==> config.mk <==
export PLATFORM = sky130hd
export DESIGN_NAME = rs_shelf
export DESIGN_NICKNAME = d
export VERILOG_FILES = /design/src/rtl/rs_shelf_pkg.sv /design/src/rtl/rs_shelf_regfile.sv /design/src/rtl/rs_shelf_select.sv /design/src/rtl/rs_shelf.sv
export SDC_FILE = /design/constraint.sdc
export NUM_CORES = 2
export LEC_CHECK = 0
export BUFFER_PORTS_ARGS = -buffer_cell sky130_fd_sc_hd__buf_4
export CORE_MARGIN = 2
export CORE_UTILIZATION = 64
export DETAILED_ROUTE_END_ITERATION = 12
export PLACE_DENSITY = 0.8
export SETUP_SLACK_MARGIN = 0.2
export SYNTH_ARGS = -nofsm -noshare
export SYNTH_HDL_FRONTEND = slang
export SYNTH_SLANG_ARGS = --single-unit
==> constraint.sdc <==
create_clock -name clk -period 6.6 [get_ports clk]
set_input_delay 1.32 -clock clk [delete_from_list [all_inputs] [get_ports clk]]
set_output_delay 1.32 -clock clk [all_outputs]
set_load 0.01 [all_outputs]
==> src/rtl/rs_shelf_pkg.sv <==
package rs_shelf_pkg;

    typedef enum logic {
        MODE_IN_ORDER     = 1'b0,
        MODE_OUT_OF_ORDER = 1'b1
    } disp_mode_e;

    function automatic int count_set(input logic [31:0] bits);
        int n;
        n = 0;
        for (int i = 0; i < 32; i++) begin
            n += int'(bits[i]);
        end
        return n;
    endfunction

endpackage

==> src/rtl/rs_shelf_regfile.sv <==
module rs_shelf_regfile #(
    parameter int NREGS   = 16,
    parameter int DATA_W  = 16,
    parameter int ISSUE_W = 2,
    localparam int TAG_W  = $clog2(NREGS)
) (
    input  logic                              clk,
    input  logic                              rst_n,
    input  logic                              wb_valid,
    input  logic [TAG_W-1:0]                  wb_tag,
    input  logic [DATA_W-1:0]                 wb_data,
    input  logic [ISSUE_W-1:0]                acc,
    input  logic [ISSUE_W-1:0][TAG_W-1:0]     dst,
    input  logic [ISSUE_W-1:0][TAG_W-1:0]     src_a,
    input  logic [ISSUE_W-1:0][TAG_W-1:0]     src_b,
    output logic [ISSUE_W-1:0]                a_rdy,
    output logic [ISSUE_W-1:0]                b_rdy,
    output logic [ISSUE_W-1:0][DATA_W-1:0]    a_val,
    output logic [ISSUE_W-1:0][DATA_W-1:0]    b_val,
    output logic [NREGS-1:0]                  avail
);

    typedef struct packed {
        logic [NREGS-1:0][DATA_W-1:0] data;
        logic [NREGS-1:0]             avail;
    } rf_t;

    rf_t st_d, st_q;

    // Read one source: older-slot hazard, then bus forward, then stored value.
    function automatic logic [DATA_W:0] fetch(
        input logic [TAG_W-1:0]  r,
        input logic              hazard,
        input rf_t               st,
        input logic              bus_v,
        input logic [TAG_W-1:0]  bus_t,
        input logic [DATA_W-1:0] bus_d
    );
        logic [DATA_W:0] res;
        res = '0;
        if (hazard) begin
            res = '0;
        end else if (bus_v && bus_t == r) begin
            res = {1'b1, bus_d};
        end else if (st.avail[r]) begin
            res = {1'b1, st.data[r]};
        end
        return res;
    endfunction

    for (genvar s = 0; s < ISSUE_W; s++) begin : g_port
        logic            haz_a, haz_b;
        logic [DATA_W:0] rd_a, rd_b;

        always_comb begin
            haz_a = 1'b0;
            haz_b = 1'b0;
            for (int j = 0; j < s; j++) begin
                if (acc[j] && dst[j] == src_a[s]) haz_a = 1'b1;
                if (acc[j] && dst[j] == src_b[s]) haz_b = 1'b1;
            end
            rd_a = fetch(src_a[s], haz_a, st_q, wb_valid, wb_tag, wb_data);
            rd_b = fetch(src_b[s], haz_b, st_q, wb_valid, wb_tag, wb_data);
        end

        assign a_rdy[s] = rd_a[DATA_W];
        assign a_val[s] = rd_a[DATA_W-1:0];
        assign b_rdy[s] = rd_b[DATA_W];
        assign b_val[s] = rd_b[DATA_W-1:0];
    end

    always_comb begin
        st_d = st_q;
        if (wb_valid) begin
            st_d.data[wb_tag]  = wb_data;
            st_d.avail[wb_tag] = 1'b1;
        end
        for (int s = 0; s < ISSUE_W; s++) begin
            if (acc[s]) st_d.avail[dst[s]] = 1'b0;
        end
    end

    always_ff @(posedge clk or negedge rst_n) begin
        if (!rst_n) begin
            st_q.data  <= '0;
            st_q.avail <= '1;
        end else begin
            st_q <= st_d;
        end
    end

    assign avail = st_q.avail;

endmodule

==> src/rtl/rs_shelf_select.sv <==
module rs_shelf_select #(
    parameter int DEPTH  = 8,
    localparam int IDX_W = $clog2(DEPTH)
) (
    input  logic [DEPTH-1:0] ready,
    input  logic             ooo_mode,
    output logic             sel_valid,
    output logic [IDX_W-1:0] sel_idx
);
    import rs_shelf_pkg::*;

    logic [DEPTH-1:0] elig;
    logic [DEPTH-1:0] first;
    logic [DEPTH:0]   seen;

    // Strict order: only the head (index 0, the oldest) may be picked.
    assign elig = (disp_mode_e'(ooo_mode) == MODE_OUT_OF_ORDER)
                ? ready
                : {{(DEPTH-1){1'b0}}, ready[0]};

    assign seen[0] = 1'b0;
    for (genvar i = 0; i < DEPTH; i++) begin : g_chain
        assign first[i]  = elig[i] & ~seen[i];
        assign seen[i+1] = seen[i] | elig[i];
    end

    always_comb begin
        sel_idx = '0;
        for (int i = 0; i < DEPTH; i++) begin
            if (first[i]) sel_idx = IDX_W'(i);
        end
    end

    assign sel_valid = seen[DEPTH];

endmodule

==> src/rtl/rs_shelf.sv <==
module rs_shelf #(
    parameter int DEPTH   = 8,
    parameter int NREGS   = 16,
    parameter int DATA_W  = 16,
    parameter int OP_W    = 3,
    parameter int ISSUE_W = 2,
    localparam int TAG_W  = $clog2(NREGS),
    localparam int IDX_W  = $clog2(DEPTH),
    localparam int CNT_W  = $clog2(DEPTH + 1)
) (
    input  logic                          clk,
    input  logic                          rst_n,
    input  logic                          ooo_mode,
    input  logic [ISSUE_W-1:0]            iss_valid,
    input  logic [ISSUE_W-1:0][OP_W-1:0]  iss_op,
    input  logic [ISSUE_W-1:0][TAG_W-1:0] iss_dst,
    input  logic [ISSUE_W-1:0][TAG_W-1:0] iss_src_a,
    input  logic [ISSUE_W-1:0][TAG_W-1:0] iss_src_b,
    output logic                          iss_stall,
    input  logic                          wb_valid,
    input  logic [TAG_W-1:0]              wb_tag,
    input  logic [DATA_W-1:0]             wb_data,
    output logic                          disp_valid,
    output logic [OP_W-1:0]               disp_op,
    output logic [TAG_W-1:0]              disp_dst,
    output logic [DATA_W-1:0]             disp_a,
    output logic [DATA_W-1:0]             disp_b
);
    import rs_shelf_pkg::*;

    typedef struct packed {
        logic              valid;
        logic [OP_W-1:0]   op;
        logic [TAG_W-1:0]  dst;
        logic              a_rdy;
        logic [TAG_W-1:0]  a_tag;
        logic [DATA_W-1:0] a_val;
        logic              b_rdy;
        logic [TAG_W-1:0]  b_tag;
        logic [DATA_W-1:0] b_val;
    } ent_t;

    // Entries are kept compacted: index 0 is always the oldest.
    typedef struct packed {
        ent_t [DEPTH-1:0] ent;
        logic [CNT_W-1:0] count;
    } shelf_t;

    shelf_t st_d, st_q;

    logic [ISSUE_W-1:0]             acc;
    logic [ISSUE_W-1:0]             rd_a_rdy, rd_b_rdy;
    logic [ISSUE_W-1:0][DATA_W-1:0] rd_a_val, rd_b_val;
    logic [NREGS-1:0]               reg_avail;
    logic [DEPTH-1:0]               ready;
    logic                           sel_valid;
    logic [IDX_W-1:0]               sel_idx;
    logic [CNT_W-1:0]               occupancy;
    ent_t                           fresh [ISSUE_W];
    ent_t                           head;

    // Admission: all-or-nothing against the free space at cycle start.
    always_comb begin
        int nreq;
        nreq      = count_set(32'(iss_valid));
        iss_stall = nreq > (DEPTH - int'(st_q.count));
        acc       = iss_stall ? '0 : iss_valid;
    end

    rs_shelf_regfile #(
        .NREGS  (NREGS),
        .DATA_W (DATA_W),
        .ISSUE_W(ISSUE_W)
    ) u_regfile (
        .clk     (clk),
        .rst_n   (rst_n),
        .wb_valid(wb_valid),
        .wb_tag  (wb_tag),
        .wb_data (wb_data),
        .acc     (acc),
        .dst     (iss_dst),
        .src_a   (iss_src_a),
        .src_b   (iss_src_b),
        .a_rdy   (rd_a_rdy),
        .b_rdy   (rd_b_rdy),
        .a_val   (rd_a_val),
        .b_val   (rd_b_val),
        .avail   (reg_avail)
    );

    always_comb begin
        for (int s = 0; s < ISSUE_W; s++) begin
            fresh[s].valid = 1'b1;
            fresh[s].op    = iss_op[s];
            fresh[s].dst   = iss_dst[s];
            fresh[s].a_rdy = rd_a_rdy[s];
            fresh[s].a_tag = iss_src_a[s];
            fresh[s].a_val = rd_a_val[s];
            fresh[s].b_rdy = rd_b_rdy[s];
            fresh[s].b_tag = iss_src_b[s];
            fresh[s].b_val = rd_b_val[s];
        end
    end

    for (genvar i = 0; i < DEPTH; i++) begin : g_ready
        assign ready[i] = st_q.ent[i].valid & st_q.ent[i].a_rdy & st_q.ent[i].b_rdy;
    end

    rs_shelf_select #(
        .DEPTH(DEPTH)
    ) u_select (
        .ready    (ready),
        .ooo_mode (ooo_mode),
        .sel_valid(sel_valid),
        .sel_idx  (sel_idx)
    );

    always_comb begin
        ent_t [DEPTH:0] wk;
        int slot;
        st_d = st_q;
        // Wakeup of waiting operands from the result bus.
        for (int i = 0; i < DEPTH; i++) begin
            wk[i] = st_q.ent[i];
            if (wb_valid && wk[i].valid) begin
                if (!wk[i].a_rdy && wk[i].a_tag == wb_tag) begin
                    wk[i].a_rdy = 1'b1;
                    wk[i].a_val = wb_data;
                end
                if (!wk[i].b_rdy && wk[i].b_tag == wb_tag) begin
                    wk[i].b_rdy = 1'b1;
                    wk[i].b_val = wb_data;
                end
            end
        end
        wk[DEPTH] = '0;
        // Remove the dispatched entry and close the gap.
        for (int i = 0; i < DEPTH; i++) begin
            if (sel_valid && i >= int'(sel_idx)) st_d.ent[i] = wk[i+1];
            else                                  st_d.ent[i] = wk[i];
        end
        // Append accepted instructions behind the survivors, oldest slot first.
        slot = int'(st_q.count) - int'(sel_valid);
        for (int s = 0; s < ISSUE_W; s++) begin
            if (acc[s]) begin
                if (slot < DEPTH) st_d.ent[IDX_W'(slot)] = fresh[s];
                slot++;
            end
        end
        st_d.count = CNT_W'(slot);
    end

    always_ff @(posedge clk or negedge rst_n) begin
        if (!rst_n) begin
            st_q <= '0;
        end else begin
            st_q <= st_d;
        end
    end

    assign occupancy  = st_q.count;
    assign head       = st_q.ent[sel_idx];
    assign disp_valid = sel_valid;
    assign disp_op    = head.op;
    assign disp_dst   = head.dst;
    assign disp_a     = head.a_val;
    assign disp_b     = head.b_val;

endmodule

==> metrics.txt <==
DRT iter0 DRCs 7795; hpwl dp 101000 µm; measured slew at the worst slew-check pin 1.52 ns; HP Start st_q[351]; Leakage 18.9 nW; maximum VDD drop 0.521 mV; Die Wd 268 µm; EDFF count, synth 0; Rel. slew slack -1.52%; Total GRT Usage 46.5%; Initial DRT Pass Iterations 9; Initial Util 64.8%; final hold violation count 0; DRC errors left 0; Routed Antenna Nets 0; # H-tree levels 3; Synth-to-Final Area Change 7.12%; r2r setup slk 1.33 ns; part of the Yosys area used for sequential elements 38.0%; yosys warns 0; Clk Tree Root Cell clkbuf_16; # Post-CTS Setup Buffers 0; via count 40900; clock sink count 676; syn avg cell area 10.6 µm²; crit-path max FO 64; CTS Buf Count 75; Synth Net Count 4271; core area 68700 µm²; fin crit period 6.30 ns; max-capacitance violation count 1; CTS tree done; Worst Hold End st_q[351]; violated checks capacitance limit, slew limit; Clk Latency, worst-skew pair 0.67 ns; HP Class reg2reg; layout cells sized above 1 22.1%; power per cell area 461 nW/µm²; Post-CTS Hold Buffers 0; R2R Path Start st_q[103]; Remaining Overflow, GRT 0; status complete, but fails checks; drt total wl 166000 µm; GP Congestion 0.984; CTS-repair resized insts 0; crit path DAT 4.98 ns; period utilization 95.5%; Main synth FF type dfrtp_1; Mapped Cells 4207; Slew Limit Fails 1; input/output buffers 96; CTS Buffer Depth 3; CP Class in2out; Worst setup SP type input port; largest net degree at the start of global routing 148; die area 71700 µm²; Setup TNS Final 0 ns; final setup fails 0; FMAX 159 MHz; Core Util, Final 69.4%; Nets 4089; initial antenna violation count 7; Synth async-reset ratio 100%; Worst Skew 0.0464 ns; io pins 97; CP Capture Type output pin; global-route wire length before repair 249000 µm; worst r2r path cells 15; CP required 5.28 ns; Netlist cell types 85; Worst-path clk slew 0.06 ns; Worst R2R End st_q[22]; height of the chip 268 µm; RSZ-0062 raised after global routing no; DR WL/cell 33.2 µm; # rows 96; Post-Syn Area 44500 µm²; fill count 5045; Via density 8.16; Yosys reg bits 676; vias in the first global route 39600; Hold Path Cell Cnt 2
## how the worst max path moves through the flow
stage | depth (start not counted) | to | startpoint | slack, ns
CTS | 8 | disp_b[15] | ooo_mode | 0.92
global route | 9 | disp_a[14] | ooo_mode | 0.34
global placement | 16 | st_q[44] | ooo_mode | 0.66
finish | 9 | disp_a[14] | ooo_mode | 0.30
detailed placement | 16 | st_q[51] | ooo_mode | 0.47
floorplan | 22 | st_q[22] | ooo_mode | 1.09
## cell type report
type | count | area, µm² | share of cell area (%)
sequential | 676 | 16900 | 35.5
clock inverter | 19 | 225 | 0.472
clock buffer | 111 | 2160 | 4.53
tap | 931 | 1160 | 2.44
multi-input combinational | 3037 | 25500 | 53.5
antenna | 1 | 2.50 | 0.00525
timing repair buffer | 195 | 1560 | 3.27
inverter | 40 | 150 | 0.315
## layout by cell type, fill, tap and decap left out, types with 15 or more instances in the layout
master     instances
o22ai_1          186
o211ai_1          40
inv_1             39
nor2b_1           39
and2_1            20
mux2_2           167
o221ai_1          95
a221o_1           32
dfstp_2           16
nor2_1           189
a21oi_1           24
o21ai_0          209
nand4_1           55
xnor2_1           61
nand3_1          113
o31ai_1           26
clkbuf_1          21
o22a_1            80
nand2_1          540
buf_4            187
a211oi_1         113
mux2i_1          120
a22oi_1          110
nor3_1            51
o32a_1            48
clkbuf_16         75
a21o_1            41
o32ai_1          111
dfrtp_1          660
and3_1            31
clkbuf_8          15
mux4_2           304
xor2_1            35
## layer usage
| layer | global-route usage, % | vias to the layer above | part of all wire [%] |
|---|---|---|---|
| met4 | 34.9 | 10 | 9.3 |
| met2 | 65.2 | 3982 | 42 |
| li1 | - | 16000 | - |
| met5 | 0 | - | 0.036 |
| met3 | 17.5 | 1074 | 15 |
| met1 | 58.7 | 19800 | 33 |
## synth_stat cells (48+ instances only)
library cell,number,share of area (%)
dfrtp_1,660,37
nand3_1,116,1.3
o221ai_1,95,1.9
nand4_1,55,0.77
nor3_1,52,0.58
nand2_1,540,4.6
mux2_2,167,4.2
a211oi_1,115,1.9
o32a_1,48,1.1
mux2i_1,122,2.7
xnor2_1,61,1.2
clkbuf_1,225,1.9
mux4_2,304,15
nor2_1,201,1.7
o22a_1,80,1.6
a22oi_1,111,1.9
o22ai_1,186,2.6
o32ai_1,111,2.2
o21ai_0,209,2.3
buf_2,162,1.8
## kinds of logic (layout without fill, tap and decap cells)
family                   count (synthesis)  in the layout  share of synthesized area, %
AO/OA/AOI/OAI                         1184           1184                          19.7
XOR/XNOR                                96             96                          1.89
adder cells (fa/ha/maj)                  8              8                         0.225
buffers and inverters                  494            365                          5.22
flip-flops                             676            676                          38.0
multiplexers                           601            601                          22.7
other                                    0              1                             0
AND/OR/NAND/NOR                       1148           1148                          12.2
## critical path, stage by stage
cell and delay [ns]:
buf_4 0.15, nand4_1 0.17, o211ai_1 0.45, and2_4 0.64, nor2_4 0.22, buf_12 0.28
o221ai_1 1.23, nand4_1 0.22, buf_4 0.23
## state kept, by name (all words and copies together), names as in the netlist
signal	flops
st_q	400
u_regfile.st_q	256
u_regfile.avail	16
occupancy	4
## metrics by stage
step,hold slack (ns),area [µm²],std cells,setup slack (ns),power [mW]
2_1_floorplan,0.455,44500,4207,1.09,13.7
3_3_place_gp,0.471,45300,4879,0.658,16.8
3_5_place_dp,0.482,45300,4879,0.467,17.1
4_1_cts,0.497,47700,5009,0.915,21.3
5_1_grt,0.509,47700,5009,0.336,22.6
6_report,0.497,47700,5010,0.296,22.0
## report_power, final
group | internal (mW) | switching, mW | leakage, nW | total [mW]
combinational | 4.19 | 7.28 | 9.04 | 11.5
clock | 2.36 | 1.86 | 1.17 | 4.22
sequential | 5.25 | 1.06 | 8.65 | 6.31
total | 11.8 | 10.2 | 18.9 | 22.0
No activity file was read; power rests on OpenSTA's default activity.
